--- src/rtl/cpu_launch_cfg.sv ---
module cpu_launch_cfg #(
  parameter int ADDR_W    = 10,
  parameter int DATA_W    = 32,
  parameter int CORES     = 4,
  parameter int LEVEL_W   = 2,
  parameter int RUN_LEVEL = 3,
  parameter logic [31:0] GEN_RESET = 32'h20
) (
  input  logic               clk,
  input  logic               rst_n,
  input  logic [ADDR_W-1:0]  bus_addr,
  input  logic               bus_wr,
  input  logic               bus_rd,
  input  logic [DATA_W-1:0]  bus_wdata,
  output logic [DATA_W-1:0]  bus_rdata,
  output logic [CORES-1:0]   core_start,
  output logic [DATA_W-1:0]  start_pc,
  output logic [DATA_W-1:0]  start_arg,
  output logic [LEVEL_W-1:0] start_level,
  output logic               bad_access
);

  localparam int OFS_CLUSTER = 'h000;
  localparam int OFS_CORE0   = 'h040;
  localparam int CORE_STRIDE = 'h040;
  localparam int OFS_SYSRST  = 'h140;
  localparam int OFS_CLKGATE = 'h144;
  localparam int OFS_GEN     = 'h184;
  localparam int OFS_STANDBY = 'h1A0;
  localparam int OFS_ENTRY   = 'h1A4;

  logic              word_ok;
  logic [CORES-1:0]  hit_rst, hit_ctl, hit_sts;
  logic              hit_clu, hit_sys, hit_clk, hit_gen, hit_stb, hit_ent, known;
  logic [DATA_W-1:0] gen_q, stb_q, entry_q;

  assign word_ok = (bus_addr[1:0] == 2'b00);
  assign hit_clu = word_ok && (bus_addr == ADDR_W'(OFS_CLUSTER));
  assign hit_sys = word_ok && (bus_addr == ADDR_W'(OFS_SYSRST));
  assign hit_clk = word_ok && (bus_addr == ADDR_W'(OFS_CLKGATE));
  assign hit_gen = word_ok && (bus_addr == ADDR_W'(OFS_GEN));
  assign hit_stb = word_ok && (bus_addr == ADDR_W'(OFS_STANDBY));
  assign hit_ent = word_ok && (bus_addr == ADDR_W'(OFS_ENTRY));

  for (genvar g = 0; g < CORES; g++) begin : g_core
    localparam int BASE = OFS_CORE0 + g * CORE_STRIDE;
    assign hit_rst[g] = word_ok && (bus_addr == ADDR_W'(BASE));
    assign hit_ctl[g] = word_ok && (bus_addr == ADDR_W'(BASE + 4));
    assign hit_sts[g] = word_ok && (bus_addr == ADDR_W'(BASE + 8));
  end

  assign known = hit_clu | hit_sys | hit_clk | hit_gen | hit_stb | hit_ent
               | (|hit_rst) | (|hit_ctl) | (|hit_sts);

  always_comb begin
    bus_rdata = '0;
    if (hit_clu || hit_sys) bus_rdata = DATA_W'(32'h1);
    if (|hit_rst)           bus_rdata = DATA_W'(32'h3);
    if (|hit_sts)           bus_rdata = DATA_W'(32'h1);
    if (hit_clk)            bus_rdata = DATA_W'(32'h10F);
    if (hit_gen)            bus_rdata = gen_q;
    if (hit_stb)            bus_rdata = stb_q;
    if (hit_ent)            bus_rdata = entry_q;
  end

  always_ff @(posedge clk) begin
    if (!rst_n) begin
      gen_q      <= DATA_W'(GEN_RESET);
      stb_q      <= '0;
      entry_q    <= '0;
      core_start <= '0;
      bad_access <= 1'b0;
    end else begin
      if (bus_wr && hit_gen) gen_q   <= bus_wdata;
      if (bus_wr && hit_stb) stb_q   <= bus_wdata;
      if (bus_wr && hit_ent) entry_q <= bus_wdata;
      core_start <= (bus_wr && (bus_wdata != '0)) ? hit_rst : '0;
      bad_access <= (bus_wr || bus_rd) && !known;
    end
  end

  assign start_pc    = entry_q;
  assign start_arg   = '0;
  assign start_level = LEVEL_W'(RUN_LEVEL);

  AST_START_ONEHOT: assert property (@(posedge clk) disable iff (!rst_n)
    $onehot0(core_start));
  AST_START_CAUSE: assert property (@(posedge clk) disable iff (!rst_n)
    (core_start != '0) |-> ($past(bus_wr) && $past(bus_wdata) != '0));
  AST_START_PC: assert property (@(posedge clk) disable iff (!rst_n)
    (core_start != '0) |-> (start_pc == $past(entry_q)));
  AST_REGS_HOLD: assert property (@(posedge clk) disable iff (!rst_n)
    !$past(bus_wr) |-> ($stable(gen_q) && $stable(stb_q) && $stable(entry_q)));
  AST_ENTRY_LOAD: assert property (@(posedge clk) disable iff (!rst_n)
    $past(bus_wr && hit_ent) |-> (entry_q == $past(bus_wdata)));
  AST_BAD_CAUSE: assert property (@(posedge clk) disable iff (!rst_n)
    bad_access |-> $past(bus_wr || bus_rd));

endmodule

--- config.mk ---
export PLATFORM = sky130hd
export DESIGN_NAME = cpu_launch_cfg
export DESIGN_NICKNAME = d
export VERILOG_FILES = /design/src/rtl/cpu_launch_cfg.sv
export SDC_FILE = /design/constraint.sdc
export NUM_CORES = 1
export LEC_CHECK = 0
export BUFFER_PORTS_ARGS = -buffer_cell sky130_fd_sc_hd__buf_2
export CORE_ASPECT_RATIO = 1.75
export CORE_MARGIN = 3
export CORE_UTILIZATION = 50
export CTS_CLUSTER_DIAMETER = 50
export CTS_CLUSTER_SIZE = 40
export DETAILED_ROUTE_END_ITERATION = 6
export GPL_TIMING_DRIVEN = 1
export PLACE_DENSITY = 0.85
export SYNTH_ARGS = -nofsm -noshare
export SYNTH_HDL_FRONTEND = slang
export SYNTH_SLANG_ARGS = --single-unit
--- constraint.sdc ---
create_clock -name clk -period 2.4 [get_ports clk]
set_clock_uncertainty 0.2 [all_clocks]
set_input_delay 0.36 -clock clk [delete_from_list [all_inputs] [get_ports clk]]
set_output_delay 0.36 -clock clk [all_outputs]
set_load 0.01 [all_outputs]
* After elaboration in Yosys (flattened, before gate mapping)
Index checks and enable logic that the tools add are counted.
** Word-level totals
- Bits in registers :: 101
- Output and inout port bits :: 103
- Logic and storage cells :: 70
** Cells by class
- Equality and inequality tests :: 17
- Multiplexer cells :: 7
- Bitwise logic cells :: 8
- Reductions and logical operators :: 33
** Operators by type and width (count)
- 2-to-1 mux 32 bit :: 6
- == test 10 x 9 -> 1 bit (second input constant) :: 8
- == test 10 x 8 -> 1 bit (second input constant) :: 6
- nonzero test 32 bit :: 1
- == test 10 x 7 -> 1 bit (second input constant) :: 3
- logical AND 1 bit :: 23
- OR reduction 4 bit :: 3
- logical NOT 10 bit :: 1
- OR 1 bit :: 8
- logical NOT 2 bit :: 1
- logical OR 1 bit :: 2
- AND reduction 2 bit :: 1
- logical NOT 1 bit :: 1
- 2-to-1 mux 1 bit :: 1

* Depth between registers and ports, before layout
Gate-level depths: netlist (run 1).
- Depth in word-level cells :: 12
- Depth in mapped cells :: 8
- Gate-level depth less buffers :: 5

* Least setup slack after synthesis (run 1)
OpenSTA, ideal clock, no wires.
- Kind :: input -> output
- From :: in bus_addr[8]
- To :: out bus_rdata[10]
- Arrival :: 1766 ps
- Required time :: 1840 ps
- Path slack :: 74 ps
- Stages on the path :: 8
- Path buffers :: 3
- Path through :: buf_2 nand3b_1 or2_1 buf_2 nor3_4 buf_6 a22oi_1 nand2_1
** Between the ends
- Cells in the longest elaborated chain, start to end :: 8
- Elaborated cells on any way between the ends :: 22
- Classes of those cells :: 8 x eq/ne; 5 x mux; 9 x reduce/logical
** RTL lines
- start, declared :: line 11 : input logic [ADDR_W-1:0] bus_addr,
- == test 10 x 7 -> 1 bit (tied with other cells) :: line 49 : assign hit_sts[g] = word_ok && (bus_addr == ADDR_W'(BASE + 8));
- logical AND 1 bit :: line 49
- OR reduction 4 bit :: line 59 : if (|hit_sts) bus_rdata = DATA_W'(32'h1);
- 2-to-1 mux 32 bit :: line 59
- 2-to-1 mux 32 bit :: line 60 : if (hit_clk) bus_rdata = DATA_W'(32'h10F);
- 2-to-1 mux 32 bit :: line 61 : if (hit_gen) bus_rdata = gen_q;
- 2-to-1 mux 32 bit :: line 62 : if (hit_stb) bus_rdata = stb_q;
- 2-to-1 mux 32 bit (*) :: line 63 : if (hit_ent) bus_rdata = entry_q;
- end, declared :: line 15 : output logic [DATA_W-1:0] bus_rdata,
Mark *: on every way between the ends. The rest lies on a longest branch, timed or not.

* Worst setup path in the final report (run 1)
- From :: in bus_addr[4]
- To :: out bus_rdata[12]
The elaborated chain is that of the path after synthesis.

==> results of run 1 <==
==> power breakdown <==
part,switching (mW),internal (mW),leakage (nW)
sequential,0.000590,1.68,0.813
combinational,0.143,0.0836,1.58
clock,0.615,0.791,0.139
==> per-layer routing <==
metal	vias up	share of wire, %	track usage (%)
met5	-	0	0
met4	0	4.7	14.8
met1	2287	34	24.6
met2	254	55	45.6
met3	53	6.5	3.36
li1	2320	-	-
==> state kept, by name (all words and copies together), names as in the netlist <==
name	flops
gen_q	32
start_pc	32
core_start	4
bad_access	1
stb_q	32
==> through the flow <==
step | hold slack [ns] | std cells
2_1_floorplan | 0.228 | 669
3_3_place_gp | 0.237 | 857
3_5_place_dp | 0.244 | 857
4_1_cts | 0.0696 | 876
5_1_grt | 0.0960 | 881
6_report | 0.0704 | 881
==> worst max path at each step <==
stage	from	end	slack [ns]	cells after the start
after floorplan	bus_addr[8]	bus_rdata[10]	0.07	8
after global placement	bus_addr[1]	bus_rdata[14]	-0.08	7
after detailed placement	bus_addr[1]	bus_rdata[2]	-0.13	7
after CTS	bus_addr[9]	bus_rdata[19]	-0.03	9
after global routing	bus_addr[4]	bus_rdata[14]	-0.12	9
final	bus_addr[4]	bus_rdata[12]	-0.08	9
==> cells by family after synthesis <==
family / count (synthesis)
other: 2
multiplexers: 3
AND/OR/NAND/NOR: 300
AO/OA/AOI/OAI: 143
flip-flops: 101
XOR/XNOR: 3
buffers and inverters: 85
==> cells in the final DEF, fill, tap and decap left out, types with 3 or more instances in the layout <==
cell type	n
sky130_fd_sc_hd__a21boi_0	39
sky130_fd_sc_hd__a21boi_1	24
sky130_fd_sc_hd__a21oi_1	5
sky130_fd_sc_hd__a22oi_1	10
sky130_fd_sc_hd__a22oi_2	18
sky130_fd_sc_hd__buf_12	5
sky130_fd_sc_hd__buf_2	111
sky130_fd_sc_hd__buf_4	27
sky130_fd_sc_hd__buf_6	8
sky130_fd_sc_hd__buf_8	4
sky130_fd_sc_hd__clkbuf_16	11
sky130_fd_sc_hd__clkbuf_8	3
sky130_fd_sc_hd__conb_1	34
sky130_fd_sc_hd__dfxtp_1	101
sky130_fd_sc_hd__nand2_1	218
sky130_fd_sc_hd__nand3_1	34
sky130_fd_sc_hd__nor2_1	7
sky130_fd_sc_hd__nor2b_1	3
sky130_fd_sc_hd__nor3_1	5
sky130_fd_sc_hd__nor3b_1	3
sky130_fd_sc_hd__nor4_1	9
sky130_fd_sc_hd__o21ai_0	25
sky130_fd_sc_hd__o21ai_1	8
sky130_fd_sc_hd__xor2_1	3
==> cell type report <==
type	instances	area, um2
clock inverters	2	16.3
well taps	122	153
clock buffers	14	274
repair buffers	157	1060
multi-input cells	483	2610
inverters	2	7.51
fillers	771	3380
flip-flops and latches	101	2020
==> worst register-to-register path, cell delays in order (launching register included) <==
cell                       delay (ns)
sky130_fd_sc_hd__dfxtp_1         0.37
sky130_fd_sc_hd__nand2_1         0.07
sky130_fd_sc_hd__a21boi_0        0.19
==> what timing repair did <==
| item | 4_1_cts | 5_1_grt |
|---|---|---|
| pin swaps | 12 | 30 |
| gates cloned | 1 | 3 |
| resized for setup | 23 | 25 |
| buffers inserted | 2 | 2 |
| setup endpoints to repair | 29 | 30 |
==> results.sh, run 1 <==
export IMPL_post_layout_total_power_mw=3.31
export IMPL_count_of_unique_library_cells_instantiated_by_yosys=48
export IMPL_synth_simple_area_share_pct=26.8
export IMPL_yosys_area_share_adder_pct=0
export IMPL_yosys_area_top_type="sky130_fd_sc_hd__dfxtp_1"
export IMPL_drt_pass1_iter_count=7
export IMPL_synth_seq_cells=101
export IMPL_worstHoldPathType="primary input to flop"
export IMPL_synth_commonest_cells="sky130_fd_sc_hd__nand2_1 (220), sky130_fd_sc_hd__dfxtp_1 (101), sky130_fd_sc_hd__a21boi_0 (39), sky130_fd_sc_hd__buf_4 (39), sky130_fd_sc_hd__nand3_1 (34)"
export IMPL_start_util_pct=51.5
export IMPL_largest_family_of_logic_cells_by_synthesized_area="simple AND/OR/NAND/NOR gates"
export IMPL_post_place_ws_ns=-0.127
export IMPL_critPathSlowestCell="sky130_fd_sc_hd__or3b_4"
export IMPL_io_buffer_count=114
export IMPL_placed_cell_area_um2=5560
export IMPL_critical_path_class="primary input to primary output"
export IMPL_place_hpwl_mm=9.78
export IMPL_crit_family="buffers and inverters"
export IMPL_synth_top_cell_area_share_pct=41.2
export IMPL_hold_fix_buffers_cts=0
export IMPL_grt_usage_pct=24.4
export IMPL_grt_pass1_wl_mm=21.0
export IMPL_rr_startpoint="stb_q[26]$_SDFFE_PN0P_"
export IMPL_clkTransAtPathRegs_ns=0.06
export IMPL_cts_tree="built"
export IMPL_finalSetupViolCount=29
export IMPL_root_buffer="sky130_fd_sc_hd__clkbuf_16"
export IMPL_initialDrtViolationCount=339
export IMPL_clock_sinks=101
export IMPL_hold_path_depth=3
export IMPL_layout_setup_ws_ns=-0.0771
export IMPL_final_core_util_pct=64.5
export IMPL_areaGrowthSynthToFinish_pct=25.2
export IMPL_critical_path_peak_fanout=5
export IMPL_failed_checks="design-rule violations, negative setup slack"
export IMPL_deepest_clock_path_buffer_count=2
export IMPL_ioPinCount=149
export IMPL_number_of_global_route_vias_before_repair=4494
export IMPL_cp_slowest_stage_delay_ns=0.40
export IMPL_synthesis_area_per_instance_um2=7.71
export IMPL_yosysMostFrequentCell="sky130_fd_sc_hd__nand2_1"
export IMPL_hold_viol_final=0
export IMPL_count_of_antenna_diodes_in_the_layout=0
export IMPL_critical_path_top_cell_by_count="sky130_fd_sc_hd__buf_6"
export IMPL_detail_route_wirelength_mm=14.2
export IMPL_synthXorXnorAreaFrac_pct=0.535
export IMPL_tritoncts_num_buffers=9
export IMPL_grt_setup_unrepaired="yes"
export IMPL_timing_max_transition_violations_final=0
export IMPL_max_cap_viol_count=0
export IMPL_worst_ir_drop_vdd_uv=434
export IMPL_dominantRegCellSynth="sky130_fd_sc_hd__dfxtp_1"
export IMPL_syn_instance_count=637
export IMPL_antenna_found_initial=0
export IMPL_post_synth_instance_area_um2=4910
export IMPL_crit_chain="buf_8 -> or3b_4 -> buf_6 -> nor4_4 -> buf_6 -> clkbuf_16 -> a22oi_2 -> nand2_1 -> buf_2"
export IMPL_placeableCoreArea_um2=9530
export IMPL_run_status="finished with violations"
export IMPL_cp_data_required_time_ns=1.84
export IMPL_min_period_over_period_pct=103
export IMPL_edff_count_synth=0
export IMPL_ffs_w_async_s_r_synth_pct=0
export IMPL_fmax_mhz=404
export IMPL_yosys_warning_total=0
export IMPL_number_of_nets_in_the_finished_design=800
export IMPL_fp_row_count=47
export IMPL_timing_reg2reg_worst_path_depth=2
export IMPL_tns_ns=-1.38
export IMPL_powerDensity_nw_per_um2=539
export IMPL_grt_ovfl_total=0
export IMPL_holdCritStartpoint="bus_rd"
export IMPL_drtAntennaViolNets=0
export IMPL_endpoint_kind="primary output"
export IMPL_fp_dieH_um=137
export IMPL_gp_congestion=0.822
export IMPL_drive_gt1_share_pct=27.0
export IMPL_postLayoutCellArea_um2=6140
export IMPL_critPathArrivalTime_ns=1.92
export IMPL_muxShareOfSynthArea_pct=0.637
export IMPL_clock_latency_ns=0.34
export IMPL_die_width_um=80.9
export IMPL_total_die_area_um2=11100
export IMPL_power_leakage_nw=2.53
export IMPL_timing_final_crit_period_ns=2.48
export IMPL_synth_top_cells_by_area="sky130_fd_sc_hd__dfxtp_1 (41%), sky130_fd_sc_hd__nand2_1 (17%), sky130_fd_sc_hd__a21boi_0 (6.0%), sky130_fd_sc_hd__buf_4 (6.0%), sky130_fd_sc_hd__a22oi_1 (4.3%)"
export IMPL_min_to="bad_access$_SDFF_PN0_"
export IMPL_r2r_end="stb_q[26]$_SDFFE_PN0P_"
export IMPL_grt_max_degree=130
export IMPL_crit_path_start_kind="primary input"
export IMPL_post_drt_via_cell_ratio=5.58
export IMPL_synth_compound_area_share_pct=20.0
export IMPL_post_drt_wl_per_cell_um=16.2
export IMPL_htreeDepth=3
export IMPL_drc=4
export IMPL_vias=4914
export IMPL_critical_path_n_buffers_inverters=5
export IMPL_r2r_slack_ns=1.49
export IMPL_yosysSeqAreaShare_pct=41.2
Power figures use the tool's default switching activity.
==> run 2: changes to the inputs <==
--- a/config.mk
+++ b/config.mk
@@ -6,7 +6,7 @@
 export NUM_CORES = 1
 export LEC_CHECK = 0
 export BUFFER_PORTS_ARGS = -buffer_cell sky130_fd_sc_hd__buf_2
-export CORE_ASPECT_RATIO = 1.75
+export CORE_ASPECT_RATIO = 1.4
 export CORE_MARGIN = 3
 export CORE_UTILIZATION = 50
 export CTS_CLUSTER_DIAMETER = 50
@@ -14,6 +14,7 @@
 export DETAILED_ROUTE_END_ITERATION = 6
 export GPL_TIMING_DRIVEN = 1
 export PLACE_DENSITY = 0.85
+export SETUP_SLACK_MARGIN = 0.2
 export SYNTH_ARGS = -nofsm -noshare
 export SYNTH_HDL_FRONTEND = slang
 export SYNTH_SLANG_ARGS = --single-unit
==> run 2 against run 1 <==
The flow finishes with violations (negative setup slack). Clock power rose by 15%. Global-route usage about the same. First-iteration DRC count decreased by 16%. Total power grew 6.5%. Design area shrank 0.22%. Worst hold slack gained 0.0064 ns. Sequential share of layout area grew 0.074 points. Routed wire length decreased by 1.8%. Largest power group unchanged.
==> results.sh, run 2 (synthesis results as in run 1) <==
export IMPL_run_status="finished with violations"
export IMPL_failed_checks="negative setup slack"
export IMPL_mostFrequentLayoutCell="sky130_fd_sc_hd__nand2_1"
export IMPL_finalSetupViolCount=1
export IMPL_post_drt_via_cell_ratio=5.47
export IMPL_vias=4882
export IMPL_hold_fix_buffers_cts=0
export IMPL_critical_path_top_cell_by_count="sky130_fd_sc_hd__buf_2"
export IMPL_grt_max_degree=130
export IMPL_io_buffer_count=114
export IMPL_num_fill_cells=774
export IMPL_p_seq_share_pct=47.6
export IMPL_drc=0
export IMPL_critPathArrivalTime_ns=1.85
export IMPL_tns_ns=-0.0107
export IMPL_number_of_global_route_vias_before_repair=4522
export IMPL_grt_pass1_wl_mm=21.9
export IMPL_power_leakage_nw=2.55
export IMPL_critical_path_class="primary input to primary output"
export IMPL_final_cell_count_no_fill=893
export IMPL_fp_dieH_um=123
export IMPL_number_of_nets_in_the_finished_design=802
export IMPL_worstHoldPathType="primary input to flop"
export IMPL_detail_route_wirelength_mm=14.0
export IMPL_post_drt_wl_per_cell_um=15.6
export IMPL_p_sw_share_pct=22.4
export IMPL_fin_hold_ws_ns=0.0769
export IMPL_clock_latency_ns=0.34
export IMPL_htreeDepth=3
export IMPL_crit_chain="buf_2 -> or3_4 -> buf_4 -> nor3_4 -> buf_6 -> buf_8 -> a22oi_1 -> nand2_1 -> buf_2"
export IMPL_initialDrtViolationCount=284
export IMPL_place_hpwl_mm=9.27
export IMPL_r2r_slack_ns=1.50
export IMPL_total_switching_power_uw=790
export IMPL_p_int_mw=2.74
export IMPL_timing_max_transition_violations_final=0
export IMPL_crit_family="simple AND/OR/NAND/NOR gates"
export IMPL_hold_viol_final=0
export IMPL_critical_path_n_buffers_inverters=5
export IMPL_root_buffer="sky130_fd_sc_hd__clkbuf_16"
export IMPL_critical_path_peak_fanout=8
export IMPL_deepest_clock_path_buffer_count=2
export IMPL_comb_pwr_share_pct=6.6
export IMPL_min_period_over_period_pct=100
export IMPL_die_width_um=89.7
export IMPL_drt_pass1_iter_count=5
export IMPL_crit_path_start_kind="primary input"
export IMPL_areaGrowthSynthToFinish_pct=24.9
export IMPL_power_share_clock_pct=45.8
export IMPL_placeableCoreArea_um2=9510
export IMPL_placed_cells=868
export IMPL_cp_slowest_stage_delay_ns=0.43
export IMPL_start_util_pct=51.6
export IMPL_count_of_antenna_diodes_in_the_layout=0
export IMPL_critPathSlowestCell="sky130_fd_sc_hd__or3_4"
export IMPL_fp_row_count=42
export IMPL_clock_sinks=101
export IMPL_endpoint_kind="primary output"
export IMPL_powerDensity_nw_per_um2=575
export IMPL_gp_congestion=0.865
export IMPL_clkTransAtPathRegs_ns=0.06
export IMPL_antenna_found_initial=0
export IMPL_worst_ir_drop_vdd_uv=397
export IMPL_grt_usage_pct=24.4
export IMPL_ioPinCount=149
export IMPL_drive_gt1_share_pct=25.4
export IMPL_total_die_area_um2=11100
export IMPL_leading_cell_types_in_the_layout_fill_and_taps_excluded="sky130_fd_sc_hd__nand2_1 (220), sky130_fd_sc_hd__buf_2 (109), sky130_fd_sc_hd__dfxtp_1 (101), sky130_fd_sc_hd__a21boi_0 (39)"
export IMPL_grt_ovfl_total=0
export IMPL_max_cap_viol_count=0
export IMPL_drtAntennaViolNets=0
export IMPL_timing_final_crit_period_ns=2.41
export IMPL_final_core_util_pct=64.4
export IMPL_fmax_mhz=415
export IMPL_grt_setup_unrepaired="yes"
export IMPL_layout_setup_ws_ns=-0.0107
export IMPL_cts_tree="built"
export IMPL_tritoncts_num_buffers=9
export IMPL_cp_data_required_time_ns=1.84
-- run 2: cell types whose count changed in the layout (fill, tap and decap cells not counted), sizes merged --
| cell | change |
|---|---|
| clkbuf | -4 |
| buf | +3 |
| bufinv | +2 |
| clkinv | +2 |
| clkinvlp | -1 |
-- run 2: worst register-to-register path, delay by kind of cell, from the launching register on --
kind            cells  cell delay [ns]
compound gates      1             0.18
simple gates        1             0.06
flops               1             0.39
-- run 2: path summary, 6_finish.rpt --
kind,endpoint,depth (start not counted),startpoint
max,bus_rdata[13],9,bus_addr[1]
min,bad_access$_SDFF_PN0_,3,bus_rd
max reg2reg,start_pc[7]$_SDFFE_PN0P_,2,start_pc[7]$_SDFFE_PN0P_
min reg2reg,gen_q[18]$_SDFFE_PN0P_,2,gen_q[18]$_SDFFE_PN0P_
-- run 2: what timing repair did --
item                                    in CTS  in global routing
hold endpoints to repair                     0                  0
resized for setup                           19                 14
buffers inserted                             5                  1
endpoints found under the setup margin      32                 32
pin swaps                                    3                  3
gates cloned                                 2                  1
-- run 2: stage by stage --
step | setup slack, ns | total power, mW | instance area [um2]
6_report | -0.0107 | 3.53 | 6130
5_1_grt | -0.0460 | 3.63 | 6130
3_3_place_gp | -0.0493 | 1.92 | 5580
4_1_cts | 0.00650 | 3.52 | 6040
3_5_place_dp | -0.100 | 1.93 | 5580
2_1_floorplan | 0.0754 | 1.87 | 5050
-- run 2: cell type report --
type	instances	area, um2	share of cell area, %
Timing Repair Buffer	159	1050	17.1
Clock buffer	11	253	4.12
Clock inverter	5	82.6	1.35
Multi-Input combinational cell	483	2550	41.6
Tap cell	132	165	2.69
Sequential cell	101	2020	33.0
Inverter	2	7.51	0.122
-- run 2: metal layers --
layer	up-vias	wire, um	track usage [%]
met2	194	7430	45.5
met1	2333	5430	27.3
met5	-	0	0
met3	33	771	5.23
li1	2322	-	-
met4	0	339	9.40
-- run 2: power by group through the flow --
stage	Clock, mW	Combinational [mW]	Sequential, mW
2_1_floorplan	0	0.151	1.72
3_3_place_gp	0	0.208	1.72
3_5_place_dp	0	0.212	1.72
4_1_cts	1.63	0.222	1.68
5_1_grt	1.70	0.249	1.68
6_report	1.62	0.234	1.68
